===== config.mk =====
export PLATFORM = sky130hd
export DESIGN_NAME = hostmbox_top
export DESIGN_NICKNAME = d
export VERILOG_FILES = /design/src/rtl/hostmbox_pkg.sv /design/src/rtl/hostmbox_fifo.sv /design/src/rtl/hostmbox_irq.sv /design/src/rtl/hostmbox_regif.sv /design/src/rtl/hostmbox_top.sv
export SDC_FILE = /design/constraint.sdc
export NUM_CORES = 1
export LEC_CHECK = 0
export BUFFER_PORTS_ARGS = -buffer_cell sky130_fd_sc_hd__buf_2
export CORE_MARGIN = 5
export CORE_UTILIZATION = 35
export CTS_BUF_LIST = sky130_fd_sc_hd__clkbuf_16
export CTS_CLUSTER_SIZE = 40
export DETAILED_ROUTE_END_ITERATION = 16
export PLACE_DENSITY_LB_ADDON = 0.2
export SETUP_SLACK_MARGIN = 0.2
export SYNTH_ARGS = -nofsm -noshare
export SYNTH_HDL_FRONTEND = slang
export SYNTH_SLANG_ARGS = --single-unit

===== constraint.sdc =====
create_clock -name clk -period 8.16 [get_ports clk]
set_input_delay 0.816 -clock clk [delete_from_list [all_inputs] [get_ports clk]]
set_output_delay 0.816 -clock clk [all_outputs]
set_load 0.005 [all_outputs]

===== src/rtl/hostmbox_pkg.sv =====
package hostmbox_pkg;
    localparam int DATA_W  = 32;
    localparam int BYTE_W  = 8;
    localparam int ADDR_W  = 5;
    localparam int LANE_LO = 8;
    localparam int NSRC    = 4;
    localparam int OVF_BIT = 3;

    localparam logic [ADDR_W-1:0] OFS_REQ  = 5'h00;
    localparam logic [ADDR_W-1:0] OFS_DATA = 5'h04;
    localparam logic [ADDR_W-1:0] OFS_FLAG = 5'h08;

    typedef enum logic [1:0] {
        SEL_REQ,
        SEL_DATA,
        SEL_FLAG,
        SEL_NONE
    } reg_sel_e;

    // bit 0 first: outbound empty, outbound not full, inbound not empty, overflow
    typedef struct packed {
        logic rx_ovf;
        logic rx_nempty;
        logic tx_nfull;
        logic tx_empty;
    } flags_t;

    function automatic reg_sel_e decode_sel(input logic [ADDR_W-1:0] a);
        case (a)
            OFS_REQ:  return SEL_REQ;
            OFS_DATA: return SEL_DATA;
            OFS_FLAG: return SEL_FLAG;
            default:  return SEL_NONE;
        endcase
    endfunction

    function automatic logic [BYTE_W-1:0] lane_get(input logic [DATA_W-1:0] w);
        return w[LANE_LO +: BYTE_W];
    endfunction

    function automatic logic [DATA_W-1:0] lane_put(input logic [BYTE_W-1:0] b);
        logic [DATA_W-1:0] w;
        w = '0;
        w[LANE_LO +: BYTE_W] = b;
        return w;
    endfunction
endpackage


===== src/rtl/hostmbox_fifo.sv =====
module hostmbox_fifo #(
    parameter int WIDTH = 8,
    parameter int DEPTH = 8
) (
    input  logic             clk,
    input  logic             rst,
    input  logic             push,
    input  logic             pop,
    input  logic [WIDTH-1:0] din,
    output logic [WIDTH-1:0] dout,
    output logic             empty,
    output logic             full,
    output logic             dropped
);
    localparam int PW = (DEPTH > 1) ? $clog2(DEPTH) : 1;
    localparam int CW = $clog2(DEPTH + 1);
    localparam logic [PW-1:0] LAST = PW'(DEPTH - 1);
    localparam logic [CW-1:0] FULLC = CW'(DEPTH);

    logic [WIDTH-1:0] mem [DEPTH];
    logic [PW-1:0]    rd_ptr, wr_ptr;
    logic [CW-1:0]    count;
    logic             do_pop, do_push;

    assign empty   = (count == '0);
    assign full    = (count == FULLC);
    assign do_pop  = pop && !empty;
    assign do_push = push && (!full || do_pop);
    assign dropped = push && !do_push;
    assign dout    = mem[rd_ptr];

    always_ff @(posedge clk) begin
        if (do_push) mem[wr_ptr] <= din;
    end

    always_ff @(posedge clk) begin
        if (rst) begin
            rd_ptr <= '0;
            wr_ptr <= '0;
            count  <= '0;
        end else begin
            if (do_push) wr_ptr <= (wr_ptr == LAST) ? '0 : wr_ptr + 1'b1;
            if (do_pop)  rd_ptr <= (rd_ptr == LAST) ? '0 : rd_ptr + 1'b1;
            case ({do_push, do_pop})
                2'b10:   count <= count + 1'b1;
                2'b01:   count <= count - 1'b1;
                default: count <= count;
            endcase
        end
    end
endmodule


===== src/rtl/hostmbox_irq.sv =====
module hostmbox_irq
    import hostmbox_pkg::*;
(
    input  logic            clk,
    input  logic            rst,
    input  logic            tx_empty,
    input  logic            tx_nfull,
    input  logic            rx_nempty,
    input  logic            ovf_set,
    input  logic            ovf_clr,
    input  logic            mask_we,
    input  logic [NSRC-1:0] mask_din,
    output flags_t          req,
    output logic [NSRC-1:0] mask,
    output logic            irq
);
    logic ovf_q;

    always_ff @(posedge clk) begin
        if (rst) begin
            ovf_q <= 1'b0;
            mask  <= '0;
        end else begin
            if (ovf_set)      ovf_q <= 1'b1;
            else if (ovf_clr) ovf_q <= 1'b0;
            if (mask_we) mask <= mask_din;
        end
    end

    always_comb begin
        req.tx_empty  = tx_empty;
        req.tx_nfull  = tx_nfull;
        req.rx_nempty = rx_nempty;
        req.rx_ovf    = ovf_q;
    end

    assign irq = |(req & mask);
endmodule


===== src/rtl/hostmbox_regif.sv =====
module hostmbox_regif
    import hostmbox_pkg::*;
(
    input  logic [ADDR_W-1:0] reg_addr,
    input  logic              reg_wr,
    input  logic              reg_rd,
    input  logic [DATA_W-1:0] reg_wdata,
    input  flags_t            req,
    input  logic [NSRC-1:0]   mask,
    input  logic [BYTE_W-1:0] rx_head,
    input  logic              rx_empty,
    output logic [DATA_W-1:0] reg_rdata,
    output logic              tx_push,
    output logic [BYTE_W-1:0] tx_byte,
    output logic              rx_pop,
    output logic              ovf_clr,
    output logic              mask_we,
    output logic [NSRC-1:0]   mask_din
);
    reg_sel_e sel;
    logic     unused_wbits;

    assign sel          = decode_sel(reg_addr);
    assign tx_byte      = lane_get(reg_wdata);
    assign mask_din     = reg_wdata[NSRC +: NSRC];
    assign unused_wbits = ^{reg_wdata[DATA_W-1:LANE_LO+BYTE_W], reg_wdata[OVF_BIT-1:0]};

    always_comb begin
        reg_rdata = '0;
        tx_push   = 1'b0;
        rx_pop    = 1'b0;
        ovf_clr   = 1'b0;
        mask_we   = 1'b0;
        case (sel)
            SEL_REQ: begin
                reg_rdata = {{(DATA_W-2*NSRC){1'b0}}, mask, req};
                mask_we   = reg_wr;
                ovf_clr   = reg_wr && reg_wdata[OVF_BIT];
            end
            SEL_DATA: begin
                reg_rdata = rx_empty ? '0 : lane_put(rx_head);
                rx_pop    = reg_rd && !rx_empty;
                tx_push   = reg_wr;
            end
            SEL_FLAG: begin
                reg_rdata = {{(DATA_W-NSRC){1'b0}}, req};
                ovf_clr   = reg_wr && reg_wdata[OVF_BIT];
            end
            default: reg_rdata = '0;
        endcase
    end
endmodule


===== src/rtl/hostmbox_top.sv =====
module hostmbox_top
    import hostmbox_pkg::*;
#(
    parameter int FIFO_DEPTH = 8
) (
    input  logic              clk,
    input  logic              rst,
    input  logic [ADDR_W-1:0] reg_addr,
    input  logic              reg_wr,
    input  logic              reg_rd,
    input  logic [DATA_W-1:0] reg_wdata,
    output logic [DATA_W-1:0] reg_rdata,
    output logic [BYTE_W-1:0] tx_data,
    output logic              tx_valid,
    input  logic              tx_ready,
    input  logic [BYTE_W-1:0] rx_data,
    input  logic              rx_valid,
    output logic              irq
);
    flags_t            req;
    logic [NSRC-1:0]   mask, mask_din;
    logic              tx_push, tx_empty, tx_full, tx_unused_drop;
    logic [BYTE_W-1:0] tx_byte, rx_head;
    logic              rx_pop, rx_empty, rx_full, rx_drop;
    logic              ovf_clr, mask_we;

    hostmbox_fifo #(.WIDTH(BYTE_W), .DEPTH(FIFO_DEPTH)) u_txq (
        .clk(clk), .rst(rst), .push(tx_push), .pop(tx_ready), .din(tx_byte),
        .dout(tx_data), .empty(tx_empty), .full(tx_full), .dropped(tx_unused_drop)
    );

    hostmbox_fifo #(.WIDTH(BYTE_W), .DEPTH(FIFO_DEPTH)) u_rxq (
        .clk(clk), .rst(rst), .push(rx_valid), .pop(rx_pop), .din(rx_data),
        .dout(rx_head), .empty(rx_empty), .full(rx_full), .dropped(rx_drop)
    );

    hostmbox_irq u_irq (
        .clk(clk), .rst(rst),
        .tx_empty(tx_empty), .tx_nfull(!tx_full), .rx_nempty(!rx_empty),
        .ovf_set(rx_drop), .ovf_clr(ovf_clr),
        .mask_we(mask_we), .mask_din(mask_din),
        .req(req), .mask(mask), .irq(irq)
    );

    hostmbox_regif u_regif (
        .reg_addr(reg_addr), .reg_wr(reg_wr), .reg_rd(reg_rd), .reg_wdata(reg_wdata),
        .req(req), .mask(mask), .rx_head(rx_head), .rx_empty(rx_empty),
        .reg_rdata(reg_rdata), .tx_push(tx_push), .tx_byte(tx_byte),
        .rx_pop(rx_pop), .ovf_clr(ovf_clr), .mask_we(mask_we), .mask_din(mask_din)
    );

    assign tx_valid = !tx_empty;
endmodule


==> results.json <==
{
  "status": "completed",
  "die_area_mm2": 0.0219,
  "rsz0062_at_grt": "no",
  "grtUsageMet1_pct": 14.7,
  "synth.distinct_cells": 47,
  "hold_viol": 0,
  "placedCellCount": 679,
  "p_leak_nw": 2.68,
  "yosys_register_bits": 159,
  "arrival_ps": 2510,
  "end_kind": "output pin",
  "seqPwrFrac_pct": 51.3,
  "yosysSeqAreaShare_pct": 66.9,
  "synth_xor_area_share_pct": 0.657,
  "yosysTopAreaCell": "edfxtp_1",
  "cts_inserted_buffers": 17,
  "syn_area_mm2": 0.00667,
  "stdcell_area_mm2": 0.00777,
  "pwr-share-clk_pct": 45.3,
  "slew_headroom_pct": 24.5,
  "grt_util_all_layers_pct": 12.2,
  "post-route-drc-count": 0,
  "ctsResizeCount": 0,
  "hp-class": "flip-flop to flip-flop",
  "ant_nets": 0,
  "overflow": 0,
  "layout_common_cells": "edfxtp_1, buf_2, nor2_1",
  "gp_congestion": 0.758,
  "use_met3_pct": 3.08,
  "finalNetCount": 530,
  "grt_max_degree": 28,
  "antenna_found_initial": 1,
  "synthAdderAreaFrac_pct": 2.93,
  "worstSetupStartpointType": "primary input",
  "syn2layout_area_growth_pct": 16.5,
  "setup_viol": 0,
  "port_buffers": 57,
  "drv_cap": 0,
  "criticalPathCategory": "primary input to output pin",
  "drt-total-wl_um": 12700,
  "wl_per_cell_um": 17.9,
  "synth-simple-area-share_pct": 7.69,
  "hold-worst-slack_ps": 499,
  "vias_per_cell": 5.01,
  "grt-busiest-layer": "met2",
  "postCtsSetupBuffers": 0,
  "grt_pass1_vias": 3649,
  "period_needed_ps": 3330,
  "fmax_mhz": 301,
  "cts-htree-levels": 4,
  "p_sw_share_pct": 20.1,
  "fill_cells": 1675,
  "min_path_cells": 2,
  "switchingPower_mw": 0.350,
  "start_util_pct": 35.7,
  "tightest_slew_ps": 1130,
  "power_mw": 1.74,
  "p_comb_share_pct": 3.4,
  "grt_pass1_wl_um": 20200,
  "final_common_cell": "edfxtp_1",
  "vias": 3560,
  "p_per_area_mw_per_mm2": 224,
  "cts_hold_buffers": 0,
  "placed_cell_area_mm2": 0.00718,
  "synth_warnings": 0,
  "min_period_over_period_pct": 40.8,
  "dieHeight_um": 148,
  "dp_slack_ps": 4700,
  "synth_edf_count": 128,
  "cts_tree": "yes",
  "clk_transition_reported_paths_ps": 60,
  "row_count": 50,
  "boundaryPins": 93,
  "netlist_instances": 401,
  "multi_input_area_mm2": 0.00207,
  "dp_hpwl_um": 8430,
  "grt_use_met2_pct": 20.9,
  "ff_latch_area_mm2": 0.00446,
  "peakVddDrop_mv": 0.159,
  "skew_ps": 11.2,
  "layoutNonFillerInstCount": 710,
  "fin_setup_tns_ps": 0,
  "final_layout_size_suffix_gt1_share_pct": 31.5,
  "first_pass_iters": 5,
  "die_w_um": 148,
  "required_ps": 7340,
  "antenna_cells": 0,
  "final.setup.worst_slack_ps": 4830,
  "path_max_fanout": 8,
  "synth_top_family_by_area": "multiplexers",
  "clk-insertion-delay-late_ps": 410,
  "synthMuxAreaShare_pct": 15.0,
  "synth_top_flop_cell": "edfxtp_1",
  "final_util_pct": 41.6,
  "async_reset_ff_share_pct": 0,
  "synth_compound_area_share_pct": 3.21,
  "synth_top_area_share_pct": 57.6,
  "power.internal_mw": 1.39,
  "root_buffer": "clkbuf_16",
  "avgSynthCellArea_um2": 16.6,
  "cts.sinks": 159,
  "synth_area_leaders": "edfxtp_1, mux4_2, dfxtp_1",
  "coreArea_mm2": 0.0187,
  "initialDrtViolationCount": 144,
  "report.final.slew_viol_count": 0,
  "cts_buffer_depth": 2,
  "r2r_cells": 8
}
[cells by family (layout without fill, tap and decap cells)]
logic type | count (synthesis) | after routing
AOI/OAI and AO/OA | 29 | 29
and+or+nand+nor | 92 | 92
other | 1 | 16
DFF | 159 | 159
muxes | 59 | 59
adders and majority gates | 15 | 15
xor gates and xnor gates | 5 | 5
buffers and inverters | 41 | 101
[final cells by class]
class                           instances  area share [%]
Clock buffer                           17            5.47
Clock inverter                         14            2.11
Inverter                                7           0.338
Multi-Input combinational cell        216            26.6
Sequential cell                       159            57.4
Tap cell                              234            3.77
Timing Repair Buffer                   63            4.25
[power groups by stage]
stage          clock [mW]  sequential (mW)  combinational [mW]
2_1_floorplan           0            0.906              0.0395
3_3_place_gp            0            0.907              0.0574
3_5_place_dp            0            0.908              0.0602
4_1_cts             0.811            0.891              0.0603
5_1_grt             0.847            0.891              0.0666
6_report            0.788            0.891              0.0592
[sequential cells by signal, summed over array words and instances, names as in the netlist, 3 cells and up, named ones only]
signal        count
u_txq.wr_ptr      3
u_txq.mem        64
u_rxq.rd_ptr      3
u_rxq.count       4
u_txq.rd_ptr      3
u_rxq.mem        64
u_irq.mask        4
u_rxq.wr_ptr      3
u_txq.count       4
[worst paths after layout]
kind	startpoint	to	slack (ps)
max	reg_addr[3]	reg_rdata[14]	4830
min	u_txq.wr_ptr[1]	u_txq.wr_ptr[1]	500
max reg2reg	u_txq.count[0]	u_txq.count[3]	5340
min reg2reg	u_txq.wr_ptr[1]	u_txq.wr_ptr[1]	500
[per-layer routing]
layer	share of wire, %	wire (um)	vias to the layer above
met1	41	5260	1798
met5	0.055	7	-
met3	4.5	577	19
li1	-	-	1658
met2	52	6660	83
met4	1.8	225	2
[critical path, cell delays in order]
cell and delay, ps:
buf_2 140, nor4_4 570, nand3_1 550, nor2_1 280, buf_2 150
[synthesized netlist by cell type, types with 2 or more instances]
library cell and count:
a21oi_1 17, and2_1 5, buf_1 2, buf_2 4, buf_4 16, buf_6 2, clkbuf_1 10, dfxtp_1 31
edfxtp_1 128, ha_1 14, inv_1 7, mux2_2 9, mux2i_1 18, mux4_2 32, nand2_1 13, nand2b_1 3
nand3_1 5, nor2_1 34, nor3_1 7, nor3b_1 3, nor4b_1 2, o2111ai_1 2, o21ai_0 3, or3_1 5
or4_1 3, xor2_1 5
(Power assumes the default switching activity.)
